### src/rtl/frz_mask_pkg.sv
package frz_mask_pkg;

  localparam int unsigned MASK_W    = 13;
  localparam int unsigned OUT_W     = MASK_W + 2;
  localparam int unsigned EXEMPT_LO = 3;
  localparam int unsigned EXEMPT_HI = 8;
  localparam int unsigned CNT_W     = $clog2(MASK_W);

  typedef enum logic [1:0] {
    RX_HUNT    = 2'd0,
    RX_SHIFT   = 2'd1,
    RX_RELEASE = 2'd2
  } rx_state_e;

  // Place mask bits onto the non-exempt outputs in ascending order; the
  // exempt outputs keep the value from hold_v.
  function automatic logic [OUT_W-1:0] spread_mask(
    input logic [MASK_W-1:0] mask_v,
    input logic [OUT_W-1:0]  hold_v
  );
    logic [OUT_W-1:0] res;
    int unsigned      j;
    res = hold_v;
    j   = 0;
    for (int unsigned k = 0; k < OUT_W; k++) begin
      if (k != EXEMPT_LO && k != EXEMPT_HI) begin
        res[k] = mask_v[j];
        j      = j + 1;
      end
    end
    return res;
  endfunction

endpackage

### src/rtl/frz_sync.sv
module frz_sync #(
  parameter int unsigned    W       = 4,
  parameter int unsigned    STAGES  = 2,
  parameter logic [W-1:0]   RST_VAL = '0
) (
  input  logic         clk,
  input  logic         rst_n,
  input  logic [W-1:0] d_i,
  output logic [W-1:0] q_o
);

  logic [W-1:0] stg_q [STAGES];

  always_ff @(posedge clk or negedge rst_n) begin
    if (!rst_n) begin
      for (int k = 0; k < int'(STAGES); k++) stg_q[k] <= RST_VAL;
    end else begin
      stg_q[0] <= d_i;
      for (int k = 1; k < int'(STAGES); k++) stg_q[k] <= stg_q[k-1];
    end
  end

  assign q_o = stg_q[STAGES-1];

endmodule

### src/rtl/frz_frame_rx.sv
module frz_frame_rx
  import frz_mask_pkg::*;
(
  input  logic              clk,
  input  logic              rst_n,
  input  logic              bit_tick_i,
  input  logic              bit_val_i,
  output logic              frame_done_o,
  output logic [MASK_W-1:0] frame_bits_o
);

  localparam logic [CNT_W-1:0] LAST_IDX = CNT_W'(MASK_W - 1);

  rx_state_e         state_q, state_n;
  logic [CNT_W-1:0]  cnt_q, cnt_n;
  logic [MASK_W-1:0] shf_q, shf_n;
  logic              done_q, done_n;

  always_comb begin
    state_n = state_q;
    cnt_n   = cnt_q;
    shf_n   = shf_q;
    done_n  = 1'b0;
    if (bit_tick_i) begin
      unique case (state_q)
        RX_HUNT: begin
          if (!bit_val_i) begin
            state_n = RX_SHIFT;
            cnt_n   = '0;
          end
        end
        RX_SHIFT: begin
          shf_n[cnt_q] = bit_val_i;
          if (cnt_q == LAST_IDX) begin
            done_n  = 1'b1;
            state_n = RX_RELEASE;
          end else begin
            cnt_n = cnt_q + 1'b1;
          end
        end
        RX_RELEASE: begin
          if (bit_val_i) state_n = RX_HUNT;
        end
        default: state_n = RX_HUNT;
      endcase
    end
  end

  always_ff @(posedge clk or negedge rst_n) begin
    if (!rst_n) begin
      state_q <= RX_HUNT;
      cnt_q   <= '0;
      shf_q   <= '1;
      done_q  <= 1'b0;
    end else begin
      state_q <= state_n;
      cnt_q   <= cnt_n;
      shf_q   <= shf_n;
      done_q  <= done_n;
    end
  end

  assign frame_done_o = done_q;
  assign frame_bits_o = shf_q;

  AST_CNT_BOUND: assert property (@(posedge clk) disable iff (!rst_n)
    cnt_q <= LAST_IDX);

  AST_DONE_SINGLE: assert property (@(posedge clk) disable iff (!rst_n)
    done_q |=> !done_q);

  AST_RELEASE_HOLDS: assert property (@(posedge clk) disable iff (!rst_n)
    (state_q == RX_RELEASE && bit_tick_i && !bit_val_i) |=> state_q == RX_RELEASE);

endmodule

### src/rtl/frz_enable_merge.sv
module frz_enable_merge
  import frz_mask_pkg::*;
(
  input  logic              clk,
  input  logic              rst_n,
  input  logic              frame_done_i,
  input  logic [MASK_W-1:0] frame_bits_i,
  input  logic              strobe_fall_i,
  input  logic              common_lvl_i,
  output logic [OUT_W-1:0]  en_o
);

  logic [OUT_W-1:0] en_q, en_n;

  always_comb begin
    en_n = en_q;
    if (frame_done_i)  en_n = spread_mask(frame_bits_i, en_q);
    if (strobe_fall_i) en_n = {OUT_W{common_lvl_i}};
  end

  always_ff @(posedge clk or negedge rst_n) begin
    if (!rst_n) en_q <= '1;
    else        en_q <= en_n;
  end

  assign en_o = en_q;

  AST_STROBE_ALL: assert property (@(posedge clk) disable iff (!rst_n)
    strobe_fall_i |=> en_o == {OUT_W{$past(common_lvl_i)}});

  AST_EXEMPT_KEEP: assert property (@(posedge clk) disable iff (!rst_n)
    !strobe_fall_i |=> $stable(en_o[EXEMPT_LO]) && $stable(en_o[EXEMPT_HI]));

  AST_FRAME_ENDS: assert property (@(posedge clk) disable iff (!rst_n)
    (frame_done_i && !strobe_fall_i) |=>
      (en_o[0] == $past(frame_bits_i[0])) && (en_o[4] == $past(frame_bits_i[3])) &&
      (en_o[OUT_W-1] == $past(frame_bits_i[MASK_W-1])));

  AST_QUIET_HOLD: assert property (@(posedge clk) disable iff (!rst_n)
    (!frame_done_i && !strobe_fall_i) |=> $stable(en_o));

endmodule

### src/rtl/frz_mask_ctrl.sv
module frz_mask_ctrl
  import frz_mask_pkg::*;
#(
  parameter int unsigned SYNC_STAGES = 2
) (
  input  logic             clk,
  input  logic             rst_n,
  input  logic             ser_clk_i,
  input  logic             ser_dat_i,
  input  logic             frz_strobe_i,
  input  logic             frz_common_i,
  output logic [OUT_W-1:0] out_en_o
);

  localparam int unsigned IN_W = 4;

  logic [IN_W-1:0]  raw_in, syn_in;
  logic             sclk_prev_q, strb_prev_q;
  logic             bit_tick, strobe_fall;
  logic             frame_done;
  logic [MASK_W-1:0] frame_bits;

  assign raw_in = {ser_clk_i, ser_dat_i, frz_strobe_i, frz_common_i};

  frz_sync #(
    .W       (IN_W),
    .STAGES  (SYNC_STAGES),
    .RST_VAL (4'b1101)
  ) u_sync (
    .clk   (clk),
    .rst_n (rst_n),
    .d_i   (raw_in),
    .q_o   (syn_in)
  );

  always_ff @(posedge clk or negedge rst_n) begin
    if (!rst_n) begin
      sclk_prev_q <= 1'b1;
      strb_prev_q <= 1'b0;
    end else begin
      sclk_prev_q <= syn_in[3];
      strb_prev_q <= syn_in[1];
    end
  end

  assign bit_tick    = syn_in[3] & ~sclk_prev_q;
  assign strobe_fall = ~syn_in[1] & strb_prev_q;

  frz_frame_rx u_rx (
    .clk          (clk),
    .rst_n        (rst_n),
    .bit_tick_i   (bit_tick),
    .bit_val_i    (syn_in[2]),
    .frame_done_o (frame_done),
    .frame_bits_o (frame_bits)
  );

  frz_enable_merge u_merge (
    .clk           (clk),
    .rst_n         (rst_n),
    .frame_done_i  (frame_done),
    .frame_bits_i  (frame_bits),
    .strobe_fall_i (strobe_fall),
    .common_lvl_i  (syn_in[0]),
    .en_o          (out_en_o)
  );

  AST_TICK_STROBE_SEP: assert property (@(posedge clk) disable iff (!rst_n)
    bit_tick |=> !bit_tick);

endmodule

### config.mk
export PLATFORM = sky130hd
export DESIGN_NAME = frz_mask_ctrl
export DESIGN_NICKNAME = d
export VERILOG_FILES = /design/src/rtl/frz_mask_pkg.sv /design/src/rtl/frz_sync.sv /design/src/rtl/frz_frame_rx.sv /design/src/rtl/frz_enable_merge.sv /design/src/rtl/frz_mask_ctrl.sv
export SDC_FILE = /design/constraint.sdc
export NUM_CORES = 1
export LEC_CHECK = 0
export BUFFER_PORTS_ARGS = -buffer_cell sky130_fd_sc_hd__buf_4
export CORE_MARGIN = 2
export CORE_UTILIZATION = 40
export CTS_CLUSTER_DIAMETER = 120
export DETAILED_ROUTE_END_ITERATION = 8
export PLACE_DENSITY_LB_ADDON = 0.05
export SLEW_MARGIN = 20
export SYNTH_ARGS = -nofsm -noshare
export SYNTH_HDL_FRONTEND = slang
export SYNTH_SLANG_ARGS = --single-unit
### constraint.sdc
create_clock -name clk -period 4.43 [get_ports clk]
set_input_delay 0.6645 -clock clk [delete_from_list [all_inputs] [get_ports clk]]
set_output_delay 0.6645 -clock clk [all_outputs]
set_load 0.01 [all_outputs]
==> flow_metrics.tcl, run 1 <==
set metrics [dict create \
    drtPass1Iterations 4 \
    fin_nets 176 \
    antenna_cells 0 \
    clock_path_buffers 2 \
    yosysTopAreaCellShare_pct 46.9 \
    cp-start-kind "flip-flop" \
    skew_ns 0.00457 \
    die_w_um 73.0 \
    via_per_inst 5.30 \
    start_util_pct 40.9 \
    synthCells 148 \
    wl_per_cell_um 15.4 \
    run_status "complete, no violations" \
    rsz0062_at_grt "no" \
    reg2reg_to "u_rx.frame_bits_o[11]$_DFFE_PN1P_" \
    fill_cells 459 \
    dp.cells 213 \
    cp-end-kind "flip-flop" \
    final_cell_area_mm2 0.00217 \
    dpl.hpwl_mm 2.34 \
    synth_area_leaders "dfstp_2, dfrtp_1, mux2_2" \
    multi_input_area_um2 701 \
    ys.flop_type "dfstp_2" \
    slew_headroom_pct 45.7 \
    clock_latency_ns 0.29 \
    async_reset_ff_share_pct 100 \
    pin_count 21 \
    worst_ep_required_time_ns 4.66 \
    cts_sinks 44 \
    syn-num-nets 158 \
    grt_max_degree 45 \
    ys_ff_latch 44 \
    wirelength_mm 3.40 \
    dieArea_mm2 0.00533 \
    holdBufCountCts 0 \
    grt_pass1_wl_mm 5.77 \
    syn_area_per_cell_um2 12.9 \
    post-route-util_pct 46.6 \
    grtUsageTotal_pct 14.4 \
    yosysTopAreaCell "dfstp_2" \
    maxSlewViolCount 0 \
    ys_types 33 \
    portBuffers 20 \
    min_period_ns 1.80 \
    vdd_drop_max_v 0.000232 \
    place_area_mm2 0.00208 \
    core-area_mm2 0.00466 \
    fin_cells 221 \
    postCtsSetupBuffers 0 \
    path_class "reg -> reg" \
    timing.fmax_mhz 555 \
    cts_buffers 5 \
    worst-path-max-fanout 12 \
    drv_cap 0 \
    worst_pin_slew_ns 0.812 \
    cts_resized 0 \
    drc 0 \
    powerDensity_mw_per_mm2 498 \
    grt-ovfl-total 0 \
    p_leak_nw 0.864 \
    ant_nets 0 \
    finalCritPeriodShare_pct 40.6 \
    yosys-top-cells-count "dfstp_2, a21oi_1, mux2i_1" \
    reg2regPathDepth 3 \
    antenna_found_initial 0 \
    crit_end "u_rx.frame_bits_o[11]$_DFFE_PN1P_" \
    grt_pass1_vias 1203 \
    yosysMostFrequentCell "dfstp_2" \
    final-hold-violation-count 0 \
    yosysWarnings 0 \
    yosysSeqAreaShare_pct 60.0 \
    syn2layout_area_growth_pct 14.1 \
    h-tree-depth 2 \
    layout-drive-gt1-share_pct 46.1 \
    fin_tns_setup_ns 0 \
    first_iter_violations 57 \
    cts_tree "done" \
    r2r-start "u_sync.q_o[3]$_DFF_PN1_" \
    hold_path.class "in -> async" \
    reg2reg_slack_ns 2.63 \
    row_count 25 \
    startpoint "u_sync.q_o[3]$_DFF_PN1_" \
    place_congestion 0.738 \
    clockRootBuffer "clkbuf_8" \
    synth_edf_count 0 \
    num_vias 1171 \
    setup_viol 0 \
    netlist_area_mm2 0.00191 \
    clk_pin_slew_ns 0.08 \
    worstPathArrival_ns 2.03 \
    die_y_um 73.0 \
    regArea_mm2 0.00114 \
]
-- critical path: stages, from the launching register on --
cell     delay (ns)
dfstp_2        0.55
or3b_4         0.45
nor4b_1        0.36
mux2_2         0.37
-- how the worst min path moves through the flow --
stage / endpoint / start / slack [ns] / cells past startpoint
final: u_sync.q_o[1]$_DFF_PN0_ / rst_n / 0.36 / 1
after detailed placement: u_sync.q_o[1]$_DFF_PN0_ / u_sync.stg_q[5]$_DFF_PN0_ / 0.35 / 0
after global placement: u_sync.q_o[1]$_DFF_PN0_ / u_sync.stg_q[5]$_DFF_PN0_ / 0.34 / 0
after global routing: u_sync.q_o[2]$_DFF_PN1_ / u_sync.stg_q[6]$_DFF_PN1_ / 0.37 / 0
after CTS: u_sync.q_o[0]$_DFF_PN1_ / u_sync.stg_q[4]$_DFF_PN1_ / 0.36 / 0
after floorplan: u_sync.q_o[1]$_DFF_PN0_ / u_sync.stg_q[5]$_DFF_PN0_ / 0.33 / 0
-- registers in the layout, summed over array words and instances, names as in the netlist --
signal / flops
sclk_prev_q: 1
strb_prev_q: 1
u_merge.en_o: 14
u_rx.cnt_q: 4
u_rx.frame_bits_o: 13
u_rx.frame_done_o: 1
u_rx.state_q: 2
u_sync.q_o: 4
u_sync.stg_q: 4
-- cell usage in the layout, fill, tap and decap left out, drive strengths merged --
| cell type | instances |
|---|---|
| dfstp | 34 |
| buf | 20 |
| a21oi | 14 |
| mux2 | 14 |
| mux2i | 13 |
| dfrtp | 10 |
| o21ai | 6 |
| clkbuf | 6 |
| nand4 | 5 |
| inv | 5 |
| nand2 | 4 |
| nor3 | 4 |
| ha | 4 |
| nand2b | 3 |
| nand3 | 3 |
| nor2b | 3 |
| and3 | 2 |
| nor4b | 2 |
| nand4b | 2 |
| nor4 | 2 |
| a21o | 2 |
| nor3b | 1 |
| nor2 | 1 |
| or3b | 1 |
| o211ai | 1 |
| o32ai | 1 |
| a21boi | 1 |
| a211oi | 1 |
| o311ai | 1 |
| clkinv | 1 |
-- power by group --
group / switching [mW] / internal, mW
Combinational: 0.107 / 0.109
Sequential: 0.0847 / 0.518
Clock: 0.135 / 0.127
-- final cells by class --
type / count / area share, %
inverters: 4 / 0.691
clock inverters: 2 / 0.633
clock buffers: 6 / 3.80
multi-input cells: 91 / 32.2
repair buffers: 20 / 6.91
flip-flops and latches: 44 / 52.6
well taps: 54 / 3.11
-- routing by layer --
metal,up-vias,track usage [%],share of wire [%]
li1,571,-,-
met1,571,20.3,49
met2,25,21.2,46
met3,4,3.87,3.6
met4,0,5.14,1.2
met5,-,0,0
-- metrics by stage --
step	power, mW	setup WS (ns)	hold WS, ns
finish	1.08	2.63	0.358
global route	1.15	2.52	0.367
CTS	1.10	2.61	0.359
detailed placement	0.830	2.63	0.347
global placement	0.825	2.63	0.343
floorplan	0.741	2.74	0.331
-- kinds of logic after synthesis --
kind of cell    synth area share, %
simple gates                   10.8
compound gates                 8.21
fa+ha+maj                      2.63
flops                          60.0
buf+inv                        3.22
mux                            15.1
Note: power is estimated with default switching activity, not from simulation.
==> run 2, diff against run 1 <==
clock period = 1.6 ns   (was 4.43 ns; I/O delays follow)
==> run 2 against run 1 <==
The flow now finishes with violations (setup timing). Non-clock buffer count rose by 17. Clock skew rose by 0.0049 ns. Critical path depth rose by 1. Clock-buffer cell count did not move. First-iteration DRC count rose by 39%. Die area did not move. Final cell count rose by 7.7%. Global-route usage rose by 2.1 points. Utilization rose by 5.4 points. Design area rose by 12%. Sequential power rose to 2.7 times the previous value. Register-to-register slack got worse by 2.7 ns. Critical path type unchanged. Largest power group unchanged.
==> flow_metrics.tcl, run 2 (synthesis gave the netlist of run 1 again) <==
set metrics [dict create \
    run_status "finished with violations" \
    failed_checks "setup timing" \
    worstPathArrival_ns 1.91 \
    grt_pass1_wl_mm 6.57 \
    switching_share_pct 30.0 \
    power_mw 3.41 \
    clk_pin_slew_ns 0.09 \
    first_iter_violations 79 \
    rsz0062_at_grt "yes" \
    num_vias 1296 \
    clockRootBuffer "clkbuf_8" \
    final-hold-violation-count 0 \
    layout-drive-gt1-share_pct 55.4 \
    vdd_drop_max_v 0.000726 \
    hold_path.class "in -> reg" \
    start_util_pct 40.9 \
    drv_cap 0 \
    via_per_inst 5.45 \
    wirelength_mm 3.89 \
    cp-end-kind "flip-flop" \
    combPwrFrac_pct 26.5 \
    cp-start-kind "flip-flop" \
    internal_power_mw 2.39 \
    worst-path-max-fanout 6 \
    h-tree-depth 2 \
    worst_ep_required_time_ns 1.83 \
    final_cell_area_mm2 0.00243 \
    fin_nets 193 \
    grt-ovfl-total 0 \
    grtUsageTotal_pct 16.5 \
    cts_buffers 5 \
    skew_ns 0.00951 \
    clock_path_buffers 2 \
    fin_cells 238 \
    die_y_um 73.0 \
    largest_reg_flops 14 \
    syn2layout_area_growth_pct 27.3 \
    switchingPower_mw 1.02 \
    finalCritPeriodShare_pct 105 \
    dp.cells 228 \
    place_congestion 0.810 \
    powerDensity_mw_per_mm2 1410 \
    drc 0 \
    wl_per_cell_um 16.3 \
    grt_max_degree 45 \
    maxSlewViolCount 0 \
    dieArea_mm2 0.00533 \
    final_cell_mix "buf_4, dfstp_2, a21oi_1" \
    setup_viol 5 \
    ant_nets 0 \
    p_leak_nw 0.978 \
    place_area_mm2 0.00220 \
    timing.fmax_mhz 596 \
    postCtsSetupBuffers 0 \
    worst_pin_slew_ns 0.532 \
    row_count 25 \
    drtPass1Iterations 4 \
    min_period_ns 1.68 \
    path_class "reg -> reg" \
    clock_latency_ns 0.30 \
    antenna_cells 0 \
    dpl.hpwl_mm 2.53 \
    pin_count 21 \
    antenna_found_initial 0 \
    seq_power_share_pct 47.5 \
    cts_sinks 44 \
    cts_tree "done" \
    worst_slack_ns -0.0788 \
    core-area_mm2 0.00466 \
    pwr-share-clk_pct 26.0 \
    slew_headroom_pct 64.5 \
    fin_tns_setup_ns -0.294 \
    portBuffers 20 \
    grt_pass1_vias 1382 \
    die_w_um 73.0 \
]
[run 2: metrics by stage]
stage	hold WS (ns)	utilization, %	setup slack (ns)
floorplan	-0.0556	-	-0.0453
global placement	0.253	47.2	-0.0818
detailed placement	0.260	47.2	-0.105
CTS	0.0375	51.5	-0.0641
global route	0.0276	52.1	-0.115
finish	0.0457	52.1	-0.0788
[run 2: power groups by stage]
stage	Sequential (mW)	Clock [mW]	Combinational, mW
CTS	1.62	0.919	0.879
detailed placement	1.62	0	0.795
finish	1.62	0.888	0.904
global route	1.66	0.964	0.991
floorplan	1.61	0	0.459
global placement	1.61	0	0.779
[run 2: worst max-delay path, stage by stage (launching register included)]
cell and delay [ns]:
dfstp_2 0.54, or3b_4 0.44, buf_6 0.16, nor4_4 0.15
mux2_4 0.32
[run 2: final cells by class]
| cell class | instances | area, um2 |
|---|---|---|
| timing repair buffer | 37 | 288 |
| sequential | 44 | 1140 |
| inverter | 4 | 15.0 |
| tap | 54 | 67.6 |
| multi-input combinational | 91 | 791 |
| clock buffer | 6 | 82.6 |
| clock inverter | 2 | 38.8 |
| fill | 423 | 2230 |
[run 2: timing repair]
item / CTS / global route
cloned: 0 / 1
endpoints found under the setup margin: 6 / 11
endpoints found under the hold margin: 10 / 0
pin swaps: 2 / 0
hold buffers: 1 / 0
gates resized for setup: 11 / 12
[run 2: path summary, 6_finish.rpt]
check	startpoint	end	slack [ns]	depth (start not counted)
max	u_sync.q_o[3]$_DFF_PN1_	u_rx.frame_bits_o[1]$_DFFE_PN1P_	-0.08	4
min	frz_common_i	u_sync.stg_q[4]$_DFF_PN1_	0.05	1
max reg2reg	u_sync.q_o[3]$_DFF_PN1_	u_rx.frame_bits_o[1]$_DFFE_PN1P_	-0.08	4
min reg2reg	u_sync.stg_q[7]$_DFF_PN1_	u_sync.q_o[3]$_DFF_PN1_	0.35	0
max in group asynchronous	rst_n	u_sync.q_o[2]$_DFF_PN1_	0.75	2
min in group asynchronous	rst_n	u_rx.cnt_q[1]$_DFFE_PN0P_	0.46	2
[run 2: routing by layer]
layer  track usage, %  wire [um]  share of wire, %  up-vias
met2             28.3       2020                52       29
li1                 -          -                 -      609
met5                0          0                 0        -
met3             4.83        147               3.8        4
met1             19.6       1680                43      654
met4             5.35         43               1.1        0
